===== src/rtl/dbg_redir_pkg.sv =====
package dbg_redir_pkg;
    localparam int EV_N    = 5;
    localparam int CAUSE_W = 3;

    // Event index order is also priority order (index 0 highest)
    localparam int EV_TASK  = 0;
    localparam int EV_BRK   = 1;
    localparam int EV_STEP  = 2;
    localparam int EV_SWINT = 3;
    localparam int EV_OPC   = 4;

    localparam logic [CAUSE_W-1:0] CAUSE_NONE = 3'd0;
    localparam logic [CAUSE_W-1:0] CAUSE_STEP = 3'(EV_STEP + 1);

    typedef enum logic [1:0] {
        ST_IDLE,
        ST_VEC_PEND,
        ST_EMU_PEND,
        ST_HUNG
    } redir_state_e;
endpackage


===== src/rtl/dbg_redir_opmatch.sv =====
module dbg_redir_opmatch #(
    parameter int              OP_W = 8,
    parameter logic [OP_W-1:0] CODE = 8'hF1
) (
    input  logic            valid,
    input  logic [OP_W-1:0] op,
    output logic            hit
);
    assign hit = valid && (op == CODE);
endmodule


===== src/rtl/dbg_redir_enable.sv =====
module dbg_redir_enable (
    input  logic clk,
    input  logic rst_n,
    input  logic use_xport,
    input  logic sw_we,
    input  logic sw_d,
    input  logic xp_we,
    input  logic xp_d,
    output logic redir
);
    logic wr_en;
    logic wr_d;

    always_comb begin
        wr_en = use_xport ? xp_we : sw_we;
        wr_d  = use_xport ? xp_d  : sw_d;
    end

    always_ff @(posedge clk or negedge rst_n) begin
        if (!rst_n)     redir <= 1'b0;
        else if (wr_en) redir <= wr_d;
    end
endmodule


===== src/rtl/dbg_redir_arb.sv =====
module dbg_redir_arb
    import dbg_redir_pkg::*;
(
    input  logic [EV_N-1:0]    ev,
    output logic               any,
    output logic [CAUSE_W-1:0] cause
);
    always_comb begin
        cause = CAUSE_NONE;
        for (int i = EV_N - 1; i >= 0; i--) begin
            if (ev[i]) cause = CAUSE_W'(i + 1);
        end
        any = |ev;
    end
endmodule


===== src/rtl/dbg_redir_fsm.sv =====
module dbg_redir_fsm
    import dbg_redir_pkg::*;
(
    input  logic               clk,
    input  logic               rst_n,
    input  logic               any,
    input  logic [CAUSE_W-1:0] cause,
    input  logic               redir,
    input  logic               emu_attached,
    input  logic               ack,
    input  logic               saved_tf,
    output logic               vec1_req,
    output logic               emu_brk_req,
    output logic [CAUSE_W-1:0] req_cause,
    output logic               push_tf,
    output logic               hang
);
    redir_state_e       state, state_nx;
    logic [CAUSE_W-1:0] cause_q;
    logic               tf_q;
    logic               accept;

    always_comb begin
        state_nx = state;
        unique case (state)
            ST_IDLE: begin
                if (any) begin
                    if (!redir)            state_nx = ST_VEC_PEND;  // IDLE_TO_VEC
                    else if (emu_attached) state_nx = ST_EMU_PEND;  // IDLE_TO_EMU
                    else                   state_nx = ST_HUNG;      // IDLE_TO_HUNG
                end
            end
            ST_VEC_PEND, ST_EMU_PEND: begin
                if (ack) state_nx = ST_IDLE;                        // PEND_TO_IDLE
            end
            ST_HUNG: state_nx = ST_HUNG;                            // HUNG_STAY
            default: state_nx = ST_IDLE;
        endcase
    end

    assign accept = (state == ST_IDLE) && any;

    always_ff @(posedge clk or negedge rst_n) begin
        if (!rst_n) begin
            state   <= ST_IDLE;
            cause_q <= CAUSE_NONE;
            tf_q    <= 1'b0;
        end else begin
            state <= state_nx;
            if (accept) begin
                cause_q <= cause;
                tf_q    <= (cause == CAUSE_STEP) ? 1'b1 : saved_tf;
            end
        end
    end

    always_comb begin
        vec1_req    = 1'b0;
        emu_brk_req = 1'b0;
        hang        = 1'b0;
        req_cause   = CAUSE_NONE;
        push_tf     = 1'b0;
        unique case (state)
            ST_IDLE: ;
            ST_VEC_PEND: begin
                vec1_req  = 1'b1;
                req_cause = cause_q;
                push_tf   = tf_q;
            end
            ST_EMU_PEND: begin
                emu_brk_req = 1'b1;
                req_cause   = cause_q;
                push_tf     = tf_q;
            end
            ST_HUNG: hang = 1'b1;
            default: ;
        endcase
    end
endmodule


===== src/rtl/dbg_redirect_unit.sv =====
module dbg_redirect_unit
    import dbg_redir_pkg::*;
#(
    parameter int              OP_W    = 8,
    parameter logic [OP_W-1:0] BRK_OPC = 8'hF1
) (
    input  logic               clk,
    input  logic               rst_n,
    input  logic               op_valid,
    input  logic [OP_W-1:0]    op_byte,
    input  logic               ev_swint1,
    input  logic               ev_step,
    input  logic               ev_brkpt,
    input  logic               ev_task_trap,
    input  logic               saved_tf,
    input  logic               cfg_xport_sel,
    input  logic               dcr_we,
    input  logic               dcr_redir,
    input  logic               xp_we,
    input  logic               xp_redir,
    input  logic               emu_attached,
    input  logic               req_ack,
    output logic               vec1_req,
    output logic               emu_brk_req,
    output logic [CAUSE_W-1:0] req_cause,
    output logic               push_tf,
    output logic               hang
);
    logic               opc_hit;
    logic               redir;
    logic [EV_N-1:0]    ev;
    logic               ev_any;
    logic [CAUSE_W-1:0] ev_cause;

    dbg_redir_opmatch #(.OP_W(OP_W), .CODE(BRK_OPC)) u_match (
        .valid(op_valid), .op(op_byte), .hit(opc_hit)
    );

    dbg_redir_enable u_enable (
        .clk(clk), .rst_n(rst_n), .use_xport(cfg_xport_sel),
        .sw_we(dcr_we), .sw_d(dcr_redir),
        .xp_we(xp_we), .xp_d(xp_redir), .redir(redir)
    );

    always_comb begin
        ev            = '0;
        ev[EV_TASK]   = ev_task_trap;
        ev[EV_BRK]    = ev_brkpt;
        ev[EV_STEP]   = ev_step;
        ev[EV_SWINT]  = ev_swint1;
        ev[EV_OPC]    = opc_hit;
    end

    dbg_redir_arb u_arb (.ev(ev), .any(ev_any), .cause(ev_cause));

    dbg_redir_fsm u_fsm (
        .clk(clk), .rst_n(rst_n), .any(ev_any), .cause(ev_cause),
        .redir(redir), .emu_attached(emu_attached), .ack(req_ack),
        .saved_tf(saved_tf), .vec1_req(vec1_req), .emu_brk_req(emu_brk_req),
        .req_cause(req_cause), .push_tf(push_tf), .hang(hang)
    );
endmodule


===== config.mk =====
export PLATFORM = sky130hd
export DESIGN_NAME = dbg_redirect_unit
export DESIGN_NICKNAME = d
export VERILOG_FILES = /design/src/rtl/dbg_redir_pkg.sv /design/src/rtl/dbg_redir_opmatch.sv /design/src/rtl/dbg_redir_enable.sv /design/src/rtl/dbg_redir_arb.sv /design/src/rtl/dbg_redir_fsm.sv /design/src/rtl/dbg_redirect_unit.sv
export SDC_FILE = /design/constraint.sdc
export NUM_CORES = 1
export LEC_CHECK = 0
export CORE_MARGIN = 1
export CORE_UTILIZATION = 34
export CTS_CLUSTER_DIAMETER = 60
export DETAILED_ROUTE_END_ITERATION = 16
export PLACE_DENSITY = 0.83
export SLEW_MARGIN = 5
export SYNTH_ARGS = -nofsm -noshare
export SYNTH_HDL_FRONTEND = slang
export SYNTH_SLANG_ARGS = --single-unit
export TNS_END_PERCENT = 1

===== constraint.sdc =====
create_clock -name clk -period 1.6 [get_ports clk]
set_clock_uncertainty 0.05 [all_clocks]
set_input_delay 0.32 -clock clk [delete_from_list [all_inputs] [get_ports clk]]
set_output_delay 0.32 -clock clk [all_outputs]
set_load 0.005 [all_outputs]

# Word level (Yosys, flattened, before mapping)
# Index checks and enable logic that the tools add are counted.
dict set report totals {
  reg_bits 7
  inputBits 23
  out_inout_bits 7
}
dict set report op_classes {
  n_reduce_logical 6
  eq_ne 7
  muxes 18
}
# operator count
set ops {}
lappend ops {{two-way mux 3 bit} 6}
lappend ops {{equality test 8 bit, second input constant} 1}
lappend ops {{two-way mux 1 bit} 8}
lappend ops {{two-way mux 2 bit} 3}
lappend ops {{case mux 2 bit (3 select lines)} 1}
lappend ops {{OR reduction 5 bit} 1}
lappend ops {{equality test 2 bit, second input constant} 2}
lappend ops {{inequality test 2 x 1 -> 1 bit, second input constant} 2}
lappend ops {{equality test 3 x 2 -> 1 bit, second input constant} 1}
lappend ops {{equality test 2 x 1 -> 1 bit, second input constant} 1}
lappend ops {{logical AND 1 bit} 2}
lappend ops {{zero test 2 bit} 1}
lappend ops {{AND reduction 2 bit} 1}
lappend ops {{OR reduction 2 bit} 1}

# Longest topological paths before layout
# Gate-level depths: netlist of run 1.
dict set report logic_depth {
  depth_word 9
  ltp_mapped 5
  depth_no_buf 5
}

# Cells and area by module
# Synthesis of run 1 repeated with hierarchy kept, for this count alone.
dict set report hier_totals {
  hier_cells 49
  hier_area_um2 493.0
}
# module instances area_each_um2 cells_each
set by_module_without_submodules {}
lappend by_module_without_submodules {dbg_redir_fsm 1 366.6 34}
lappend by_module_without_submodules {dbg_redir_enable 1 55.1 4}
lappend by_module_without_submodules {dbg_redir_arb 1 45.0 8}
lappend by_module_without_submodules {dbg_redir_opmatch 1 26.3 3}

# Worst setup path before layout of run 1
# No wires, ideal clock.
dict set report synth_path {
  path_kind {register to register}
  from {reg u_fsm.state[0]}
  to {reg u_fsm.state[0]}
  setup_ns 0.127
  period_less_slack_ns 1.408
  t_arrival_ns 1.231
  setup_slack_ns 0.192
  stages_incl_launch_ff 6
  n_path_buf 0
  cell_sequence {dfrtp_1 > inv_1 > ha_1 > inv_1 > o32a_1 > mux2i_1}
}
dict set report synth_via {
  elab_chain_cells 4
}
# element line_no
set synth_rtl {}
lappend synth_rtl {{from (decl)} dbg_redir_fsm.sv:18} ;# redir_state_e state, state_nx;
lappend synth_rtl {{from (signal assigned)} dbg_redir_fsm.sv:49} ;# state <= state_nx;
lappend synth_rtl {{equality test 2 x 1 -> 1 bit / equality test 2 bit (equally long branches)} dbg_redir_fsm.sv:25} ;# unique case (state)
lappend synth_rtl {{OR reduction 2 bit (no line)} -}
lappend synth_rtl {{inequality test 2 x 1 -> 1 bit (no line)} -}
lappend synth_rtl {{AND reduction 2 bit (no line)} -}
# Parallel ways exist; a longest one is shown, timed or not.
# A chain may end at the register's enable or synchronous reset.

# Final worst setup path of run 1
dict set report layout_path {
  from {reg u_fsm.state[0]}
  to {out req_cause[0]}
}
dict set report layout_via {
  elab_chain_cells 3
}
# element line_no
set layout_rtl {}
lappend layout_rtl {{equality test 2 x 1 -> 1 bit / equality test 2 bit (equally long branches)} dbg_redir_fsm.sv:63} ;# unique case (state)
lappend layout_rtl {{OR reduction 2 bit (no line) (*)} -}
lappend layout_rtl {{two-way mux 3 bit (*)} dbg_redir_fsm.sv:63}
lappend layout_rtl {{to (decl)} dbg_redirect_unit.sv:25} ;# output logic [CAUSE_W-1:0] req_cause,
# Every way passes the cells marked *; elsewhere a longest branch is shown, timed or not.

==> results of run 1 <==
-- power breakdown --
part           total [mW]  internal [mW]  switching [mW]
logic               0.815          0.464           0.351
clock network       0.151         0.0946          0.0565
registers           0.286          0.250          0.0367
total                1.25          0.808           0.444
-- worst paths after layout --
path	startpoint	endpoint	slack, ns
worst max register to register	u_fsm.state[0]	u_fsm.state[0]	0.23
worst max-delay path	u_fsm.state[0]	req_cause[0]	0.04
worst min-delay path	rst_n	u_fsm.state[0]	0.28
min in group clk	u_fsm.cause_q[1]	u_fsm.cause_q[1]	0.47
worst min register to register	u_fsm.cause_q[1]	u_fsm.cause_q[1]	0.47
max in group asynchronous	rst_n	u_fsm.tf_q	0.98
-- kinds of logic (layout without fill, tap and decap cells) --
logic type / count (synthesis) / in the layout / synth area share
muxes: 5 / 5 / 0.1081
buffers and inverters: 7 / 50 / 0.05677
AOI/OAI and AO/OA: 10 / 10 / 0.1378
DFF: 7 / 7 / 0.3784
adders and majority gates: 5 / 5 / 0.1351
and+or+nand+nor: 16 / 16 / 0.1838
-- layer usage --
metal,GRT usage,routed length (um),vias up
met5,0,0,-
met4,0.1293,4,0
met3,0.05780,96,2
met2,0.4125,728,26
met1,0.2158,502,240
li1,-,-,259
-- flip-flops by register name, summed over array words and instances (netlist names) --
| signal | flops |
|---|---|
| u_fsm.cause_q | 3 |
| u_fsm.state | 2 |
| u_enable.redir | 1 |
| u_fsm.tf_q | 1 |
-- per-stage QoR --
| step | util | instances | worst slack [ns] | hold WS [ns] | area [um^2] |
|---|---|---|---|---|---|
| final | 0.7563 | 107 | 0.03704 | 0.2830 | 897.1 |
| after CTS | 0.7458 | 107 | -0.02854 | 0.2808 | 884.6 |
| after floorplan | - | 50 | 0.1922 | -0.02559 | 462.9 |
| after global routing | 0.7563 | 107 | -0.01536 | 0.2882 | 897.1 |
| after global placement | 0.7068 | 102 | -0.2291 | 0.4394 | 838.3 |
| after detailed placement | 0.7068 | 102 | -0.2711 | 0.4415 | 838.3 |
-- cell usage in the layout, fill, tap and decap left out, types with 4 or more instances in the layout --
cell,synthesis,final
a21oi_1,5,5
buf_2,0,4
buf_4,0,9
clkdlybuf4s50_1,0,21
dfrtp_1,7,7
inv_1,7,4
mux2i_1,5,5
nor2_1,5,5
-- layout make-up --
type,count,area (um^2),area share
well taps,14,17.52,0.01953
flip-flops and latches,7,175.2,0.1953
inverters,7,26.28,0.02929
clock buffers,4,26.28,0.02929
multi-input cells,36,309.0,0.3445
repair buffers,39,342.8,0.3821
-- what timing repair did --
| action | CTS | global route |
|---|---|---|
| gates cloned | 0 | 0 |
| pin swaps | 1 | 1 |
| gates resized for setup | 31 | 10 |
| buffers inserted | 1 | 0 |
| setup endpoints to repair | 8 | 12 |
==> impl_metrics.env, run 1 <==
export IMPL_period_share=0.9769
export IMPL_synth_distinct_cells=17
export IMPL_rows=12
export IMPL_arrival_ns=1.19
export IMPL_rsz0062_at_grt="true"
export IMPL_drc=0
export IMPL_r2r_cells=6
export IMPL_status="completed"
export IMPL_vdd_ir_drop_max_uv=851.7
export IMPL_clk_pin_slew_ns=0.05
export IMPL_path_buf_inv=3
export IMPL_path_max_fanout=3
export IMPL_clock_path_buffers=2
export IMPL_p_per_area_mw_per_mm2=1396
export IMPL_die_w_um=38.90
export IMPL_synthArstFlopShare=1.000
export IMPL_crit_family="flip-flops"
export IMPL_power_leakage_nw=0.4445
export IMPL_tightest_slew_ns=0.3100
export IMPL_drive_gt1_frac=0.3118
export IMPL_cpMostUsedCell="inv_2"
export IMPL_clock_sinks=7
export IMPL_finalSetupViolations=0
export IMPL_final_nets=122
export IMPL_yosys_most_used_dff="dfrtp_1"
export IMPL_ys_seq_area_frac=0.3784
export IMPL_cp_depth=5
export IMPL_ys_warn_count=0
export IMPL_cp_cell_sequence="inv_2 > ha_4 > inv_2 > nor2_1 > buf_2"
export IMPL_crit_type="reg -> out"
export IMPL_cts_hold_buffers=0
export IMPL_grt_pass1_vias=562
export IMPL_synth_area_leaders="dfrtp_1 (38%), ha_1 (14%), mux2i_1 (11%)"
export IMPL_cts_root_buffer="clkbuf_4"
export IMPL_ys_ff_latch=7
export IMPL_crit_path_end_kind="output port"
export IMPL_power_total_mw=1.252
export IMPL_syn_avg_cell_area_um2=9.259
export IMPL_hp_class="in -> async"
export IMPL_wl_per_cell_um=12.45
export IMPL_hold_viol=0
export IMPL_clk_insertion_delay_late_ns=0.24
export IMPL_slew_headroom=0.7927
export IMPL_netlist_area_um2=462.9
export IMPL_syn_instance_count=50
export IMPL_drt_vias_per_instance=4.925
export IMPL_slew_viol_final=0
export IMPL_cpPeakStageDelay_ns=0.37
export IMPL_period_minus_slack_ns=1.563
export IMPL_setup_tns_ns=0
export IMPL_grt_max_degree=8
export IMPL_worstPathRequired_ns=1.23
export IMPL_grt_pass1_wl_um=2194
export IMPL_vias=527
export IMPL_place_gp_congestion=0.7779
export IMPL_synthToLayoutAreaGrowth_pct=93.78
export IMPL_yosysTopAreaCell="dfrtp_1"
export IMPL_cts_tree="yes"
export IMPL_ant_nets=0
export IMPL_io_pins=30
export IMPL_antenna_found_initial=0
export IMPL_htree_levels=1
export IMPL_synth_edf_count=0
export IMPL_synth_top_area_frac=0.3784
export IMPL_hpwl_um=1079
export IMPL_max_cap_violations=0
export IMPL_core_mm2=0.001186
export IMPL_drtIter0Drc=7
export IMPL_die_area_mm2=0.001513
export IMPL_drt_wl_total_um=1332
export IMPL_worst_path_max_delay_cell="dfrtp_1"
export IMPL_clock_fmax_ghz=0.6398
export IMPL_port_buffers=29
export IMPL_fp_dieH_um=38.90
export IMPL_diodes=0
export IMPL_ys_top_cells_by_count="dfrtp_1 (7), inv_1 (7)"
export IMPL_fillers=86
export IMPL_grt_usage=0.2225
export IMPL_drt_first_pass_iters=4
export IMPL_start_util=0.3903
export IMPL_syn_nets=78
export IMPL_cts_buffers_inserted=3
export IMPL_start_kind="flop"
export IMPL_grt_overflow=0
(Power assumes the default switching activity.)
==> run 2: changes to the inputs <==
- ABC_CLOCK_PERIOD_IN_PS: not set -> 1600
- CORE_AREA: not set -> 2 2 39 41
- CORE_MARGIN: 1 -> not set
- CORE_UTILIZATION: 34 -> not set
- CTS_BUF_LIST: not set -> sky130_fd_sc_hd__clkbuf_2
- DIE_AREA: not set -> 0 0 41 43
- PLACE_DENSITY: 0.83 -> 0.85
- REMOVE_ABC_BUFFERS: not set -> 1
==> run 2 against run 1 <==
Effect of this change: the run now ends with negative setup slack left; hold slack better by 0.012 ns; sequential share of layout area hardly changed; clock power is 16% lower; critical path depth is 1 higher; combinational power is 6.4% higher; sequential cell count stayed put; routed wire length is 3.0% higher.
==> impl_metrics.env, run 2 (synthesis gave the netlist of run 1 again) <==
export IMPL_clk_insertion_delay_late_ns=0.22
export IMPL_io_pins=30
export IMPL_hp_class="in -> async"
export IMPL_start_util=0.3345
export IMPL_fillers=125
export IMPL_r2r_cells=8
export IMPL_hpwl_um=1083
export IMPL_cts_buffers_inserted=3
export IMPL_postLayoutSetupSlackWorst_ns=-0.02837
export IMPL_period_share=1.018
export IMPL_port_buffers=29
export IMPL_rsz0062_at_grt="true"
export IMPL_grt_max_degree=8
export IMPL_r2r_start="u_fsm.state[0]"
export IMPL_most_common_layout_cells="clkdlybuf4s50_1 (22), buf_4 (9), dfrtp_1 (7)"
export IMPL_max_cap_violations=0
export IMPL_cts_hold_buffers=0
export IMPL_status="finished, violations left"
export IMPL_p_switching_mw=0.4474
export IMPL_core_mm2=0.001384
export IMPL_drc=0
export IMPL_diodes=0
export IMPL_grt_pass1_wl_um=2228
export IMPL_clk_pin_slew_ns=0.07
export IMPL_htree_levels=1
export IMPL_drtIter0Drc=5
export IMPL_tightest_slew_ns=0.3063
export IMPL_crit_path_end_kind="output port"
export IMPL_wl_per_cell_um=12.36
export IMPL_r2r_setup_slack_ns=0.04
export IMPL_vias=526
export IMPL_reg2reg_to="u_fsm.state[0]"
export IMPL_antenna_found_initial=0
export IMPL_top_register="u_fsm.cause_q"
export IMPL_die_w_um=41
export IMPL_power_leakage_nw=0.4478
export IMPL_p_per_area_mw_per_mm2=1426
export IMPL_power_frac_seq=0.224
export IMPL_synthToLayoutAreaGrowth_pct=94.05
export IMPL_path_max_fanout=3
export IMPL_ant_nets=0
export IMPL_grt_overflow=0
export IMPL_clock_path_buffers=2
export IMPL_grt_usage=0.1911
export IMPL_hold_viol=0
export IMPL_arrival_ns=1.26
export IMPL_drt_first_pass_iters=4
export IMPL_fp_dieH_um=43
export IMPL_crit_type="reg -> out"
export IMPL_fin_util=0.6492
export IMPL_final_nets=124
export IMPL_drt_wl_total_um=1372
export IMPL_share_comb_of_total_power=0.677
export IMPL_drive_gt1_frac=0.3263
export IMPL_cts_root_buffer="clkbuf_2"
export IMPL_clkPwrFrac=0.099
export IMPL_start_kind="flop"
export IMPL_finalSetupViolations=4
export IMPL_die_area_mm2=0.001763
export IMPL_internal_power_mw=0.8333
export IMPL_place_gp_congestion=0.7056
export IMPL_setup_tns_ns=-0.08459
export IMPL_slew_viol_final=0
export IMPL_final_common_cell="clkdlybuf4s50_1"
export IMPL_violations="negative setup slack"
export IMPL_drt_vias_per_instance=4.739
export IMPL_cts_tree="yes"
export IMPL_worstPathRequired_ns=1.23
export IMPL_clock_fmax_ghz=0.6141
export IMPL_clock_sinks=7
export IMPL_grt_pass1_vias=561
export IMPL_slew_headroom=0.7952
export IMPL_largest_register_ffs=3
export IMPL_power_share_switching=0.3494
export IMPL_reg_top3="u_fsm.cause_q (3), u_fsm.state (2)"
export IMPL_rows=14
export IMPL_vdd_ir_drop_max_uv=682.8
export IMPL_period_minus_slack_ns=1.628
## run 2: cell types whose count changed in the layout (fill, tap and decap cells not counted), sizes merged
cell	previous run	this run
dlymetal6s2s	1	0
dlygate4sd2	0	1
clkdlybuf4s50	21	22
buf	15	16
## run 2: repair_timing
action,in CTS,in global routing
setup buffers,4,0
endpoints found under the hold margin,0,0
setup endpoints to repair,8,12
gates resized for setup,30,7
pin swaps,3,5
cloned,0,0
## run 2: how the worst max path moves through the flow
stage | from | endpoint | slack [ns] | cells past startpoint
floorplan | u_fsm.state[0] | u_fsm.state[0] | 0.19 | 5
global placement | op_byte[2] | u_fsm.state[0] | -0.23 | 5
detailed placement | op_byte[2] | u_fsm.state[0] | -0.26 | 5
CTS | u_fsm.state[0] | req_cause[0] | -0.08 | 6
global route | u_fsm.state[1] | push_tf | -0.13 | 6
finish | u_fsm.state[0] | req_cause[0] | -0.03 | 6
## run 2: power by group through the flow
stage	Clock (mW)	Sequential, mW	Combinational (mW)
after floorplan	0	0.279	0.323
after global placement	0	0.279	0.722
after detailed placement	0	0.284	0.749
after CTS	0.134	0.285	0.849
after global routing	0.149	0.296	0.959
final	0.127	0.287	0.867
## run 2: final cells by class
cell class / count / area (um^2) / share of cell area
repair buffers: 41 / 366.6 / 0.4081
multi-input cells: 36 / 290.3 / 0.3231
inverters: 7 / 26.28 / 0.02925
flip-flops and latches: 7 / 175.2 / 0.1950
well taps: 16 / 20.02 / 0.02228
clock buffers: 4 / 20.02 / 0.02228
## run 2: critical path: stages, from the launching register on
cell and delay [ns]:
dfrtp_1 0.38, inv_2 0.05, buf_6 0.11, ha_4 0.27, inv_2 0.04, nor2_1 0.08, buf_2 0.12
## run 2: stage by stage
stage | cells | setup slack (ns) | instance area, um^2 | power (mW) | hold slack, ns
2_1_floorplan | 50 | 0.1922 | 462.9 | 0.6017 | -0.02559
3_3_place_gp | 103 | -0.2258 | 833.3 | 1.001 | 0.4221
3_5_place_dp | 103 | -0.2579 | 833.3 | 1.033 | 0.4522
4_1_cts | 111 | -0.07668 | 893.4 | 1.269 | 0.2877
5_1_grt | 111 | -0.1259 | 898.4 | 1.403 | 0.2844
6_report | 111 | -0.02837 | 898.4 | 1.281 | 0.2951
## run 2: metal layers
layer  global-route usage  part of all wire  vias up  wire length, um
met5                    0                 0        -                0
met4              0.08000            0.0029        0                4
met3              0.03665             0.067        2               92
met2               0.3531              0.58       20              796
met1               0.1873              0.35      240              479
li1                     -                 -      264                -
==> run 3: changes to the inputs <==
- RECOVER_POWER: not set -> 100
- SKIP_CTS_REPAIR_TIMING: not set -> 1
==> run 3 against run 2 <==
Effect of this change: the flow still finishes with violations (negative setup slack); critical path depth decreased by 1; via count rose by 1.1%; clock power is essentially flat; setup slack worse by 0.061 ns; count of clock-buffer cells in the layout is the same; sequential share of layout area grew 0.16 points; hold slack better by 0.069 ns; maximum frequency shrank 3.6%; routed wire length decreased by 1.8%.
==> impl_metrics.env, run 3 (synthesis gave the netlist of run 1 again) <==
export IMPL_power_leakage_nw=0.4732
export IMPL_die_area_mm2=0.001763
export IMPL_hpwl_um=1083
export IMPL_drt_wl_total_um=1347
export IMPL_antenna_found_initial=0
export IMPL_wl_per_cell_um=12.25
export IMPL_path_max_fanout=3
export IMPL_tightest_slew_ns=0.3070
export IMPL_grt_max_degree=8
export IMPL_clock_fmax_ghz=0.5919
export IMPL_synthToLayoutAreaGrowth_pct=92.43
export IMPL_grt_usage=0.1677
export IMPL_rsz0062_at_grt="true"
export IMPL_regArea_um2=175.2
export IMPL_worst_path_max_delay_cell="dfrtp_1"
export IMPL_largest_register_ffs=3
export IMPL_reg_top3="u_fsm.cause_q (3), u_fsm.state (2)"
export IMPL_hp_class="in -> async"
export IMPL_arrival_ns=1.32
export IMPL_period_minus_slack_ns=1.689
export IMPL_vdd_ir_drop_max_uv=627.0
export IMPL_path_buf_inv=3
export IMPL_multi_input_area_um2=294.0
export IMPL_die_w_um=41
export IMPL_crit_family="flip-flops"
export IMPL_drt_first_pass_iters=4
export IMPL_clock_path_buffers=2
export IMPL_worstPathRequired_ns=1.23
export IMPL_most_common_layout_cells="clkdlybuf4s50_1 (18), buf_4 (10), clkbuf_2 (7), dfrtp_1 (7)"
export IMPL_postLayoutSetupSlackWorst_ns=-0.08945
export IMPL_io_pins=30
export IMPL_finalSetupViolations=7
export IMPL_final_common_cell="clkdlybuf4s50_1"
export IMPL_diodes=0
export IMPL_grt_pass1_wl_um=1966
export IMPL_clock_sinks=7
export IMPL_fillers=124
export IMPL_drt_vias_per_instance=4.836
export IMPL_rows=14
export IMPL_vias=532
export IMPL_crit_path_end_kind="output port"
export IMPL_htree_levels=1
export IMPL_power_total_mw=1.201
export IMPL_violations="negative setup slack"
export IMPL_start_kind="flop"
export IMPL_clk_insertion_delay_late_ns=0.22
export IMPL_drtIter0Drc=8
export IMPL_hold_viol=0
export IMPL_cts_root_buffer="clkbuf_2"
export IMPL_drc=0
export IMPL_period_share=1.056
export IMPL_final_nets=123
export IMPL_grt_pass1_vias=541
export IMPL_slew_viol_final=0
export IMPL_clk_pin_slew_ns=0.07
export IMPL_cp_cell_sequence="inv_2 > buf_4 > ha_4 > and2_4 > dlymetal6s2s_1"
export IMPL_core_mm2=0.001384
export IMPL_port_buffers=29
export IMPL_p_per_area_mw_per_mm2=1348
export IMPL_cp_depth=5
export IMPL_fp_dieH_um=43
export IMPL_crit_type="reg -> out"
export IMPL_top_register="u_fsm.cause_q"
export IMPL_status="finished, violations left"
export IMPL_r2r_cells=7
export IMPL_grt_overflow=0
export IMPL_max_cap_violations=0
export IMPL_slew_headroom=0.7947
export IMPL_place_gp_congestion=0.7056
export IMPL_start_util=0.3345
export IMPL_cts_tree="yes"
export IMPL_hold_ws_ns=0.3637
export IMPL_cts_buffers_inserted=3
export IMPL_ant_nets=0
export IMPL_cpPeakStageDelay_ns=0.39
export IMPL_drive_gt1_frac=0.2766
-- run 3: path summary, 6_finish.rpt --
path	start	to	slack, ns
worst max-delay path	u_fsm.state[0]	req_cause[1]	-0.09
worst max register to register	u_fsm.state[0]	u_fsm.state[0]	0.09
worst min-delay path	rst_n	u_fsm.cause_q[2]	0.36
worst min register to register	u_fsm.cause_q[1]	u_fsm.cause_q[1]	0.48
max in group asynchronous	rst_n	u_fsm.cause_q[0]	0.90
min in group clk	u_fsm.cause_q[1]	u_fsm.cause_q[1]	0.48
-- run 3: power breakdown --
part	internal (mW)	switching (mW)
combinational	0.457	0.329
clock	0.0665	0.0605
sequential	0.249	0.0389
-- run 3: metal layers --
metal,share of wire,global-route usage,wire (um),up-vias
met2,0.57,0.3125,765,24
met3,0.081,0.03141,109,2
li1,-,-,-,261
met1,0.35,0.1572,468,245
met5,0,0,0,-
met4,0.0030,0.08000,4,0
-- run 3: cell type report --
type,instances,area share
inverter,7,0.02949
sequential,7,0.1966
tap,16,0.02247
multi-input combinational,36,0.3301
timing repair buffer,40,0.3989
clock buffer,4,0.02247
-- run 3: per-stage QoR --
step	instances	setup WS (ns)	util	setup TNS (ns)	cell area, um^2
finish	110	-0.08945	0.6438	-0.4320	890.9
global route	110	-0.1979	0.6438	-1.083	890.9
CTS	107	-0.4433	0.6166	-2.374	853.3
detailed placement	103	-0.2579	0.6022	-1.698	833.3
global placement	103	-0.2258	0.6022	-1.351	833.3
floorplan	50	0.1922	-	0	462.9
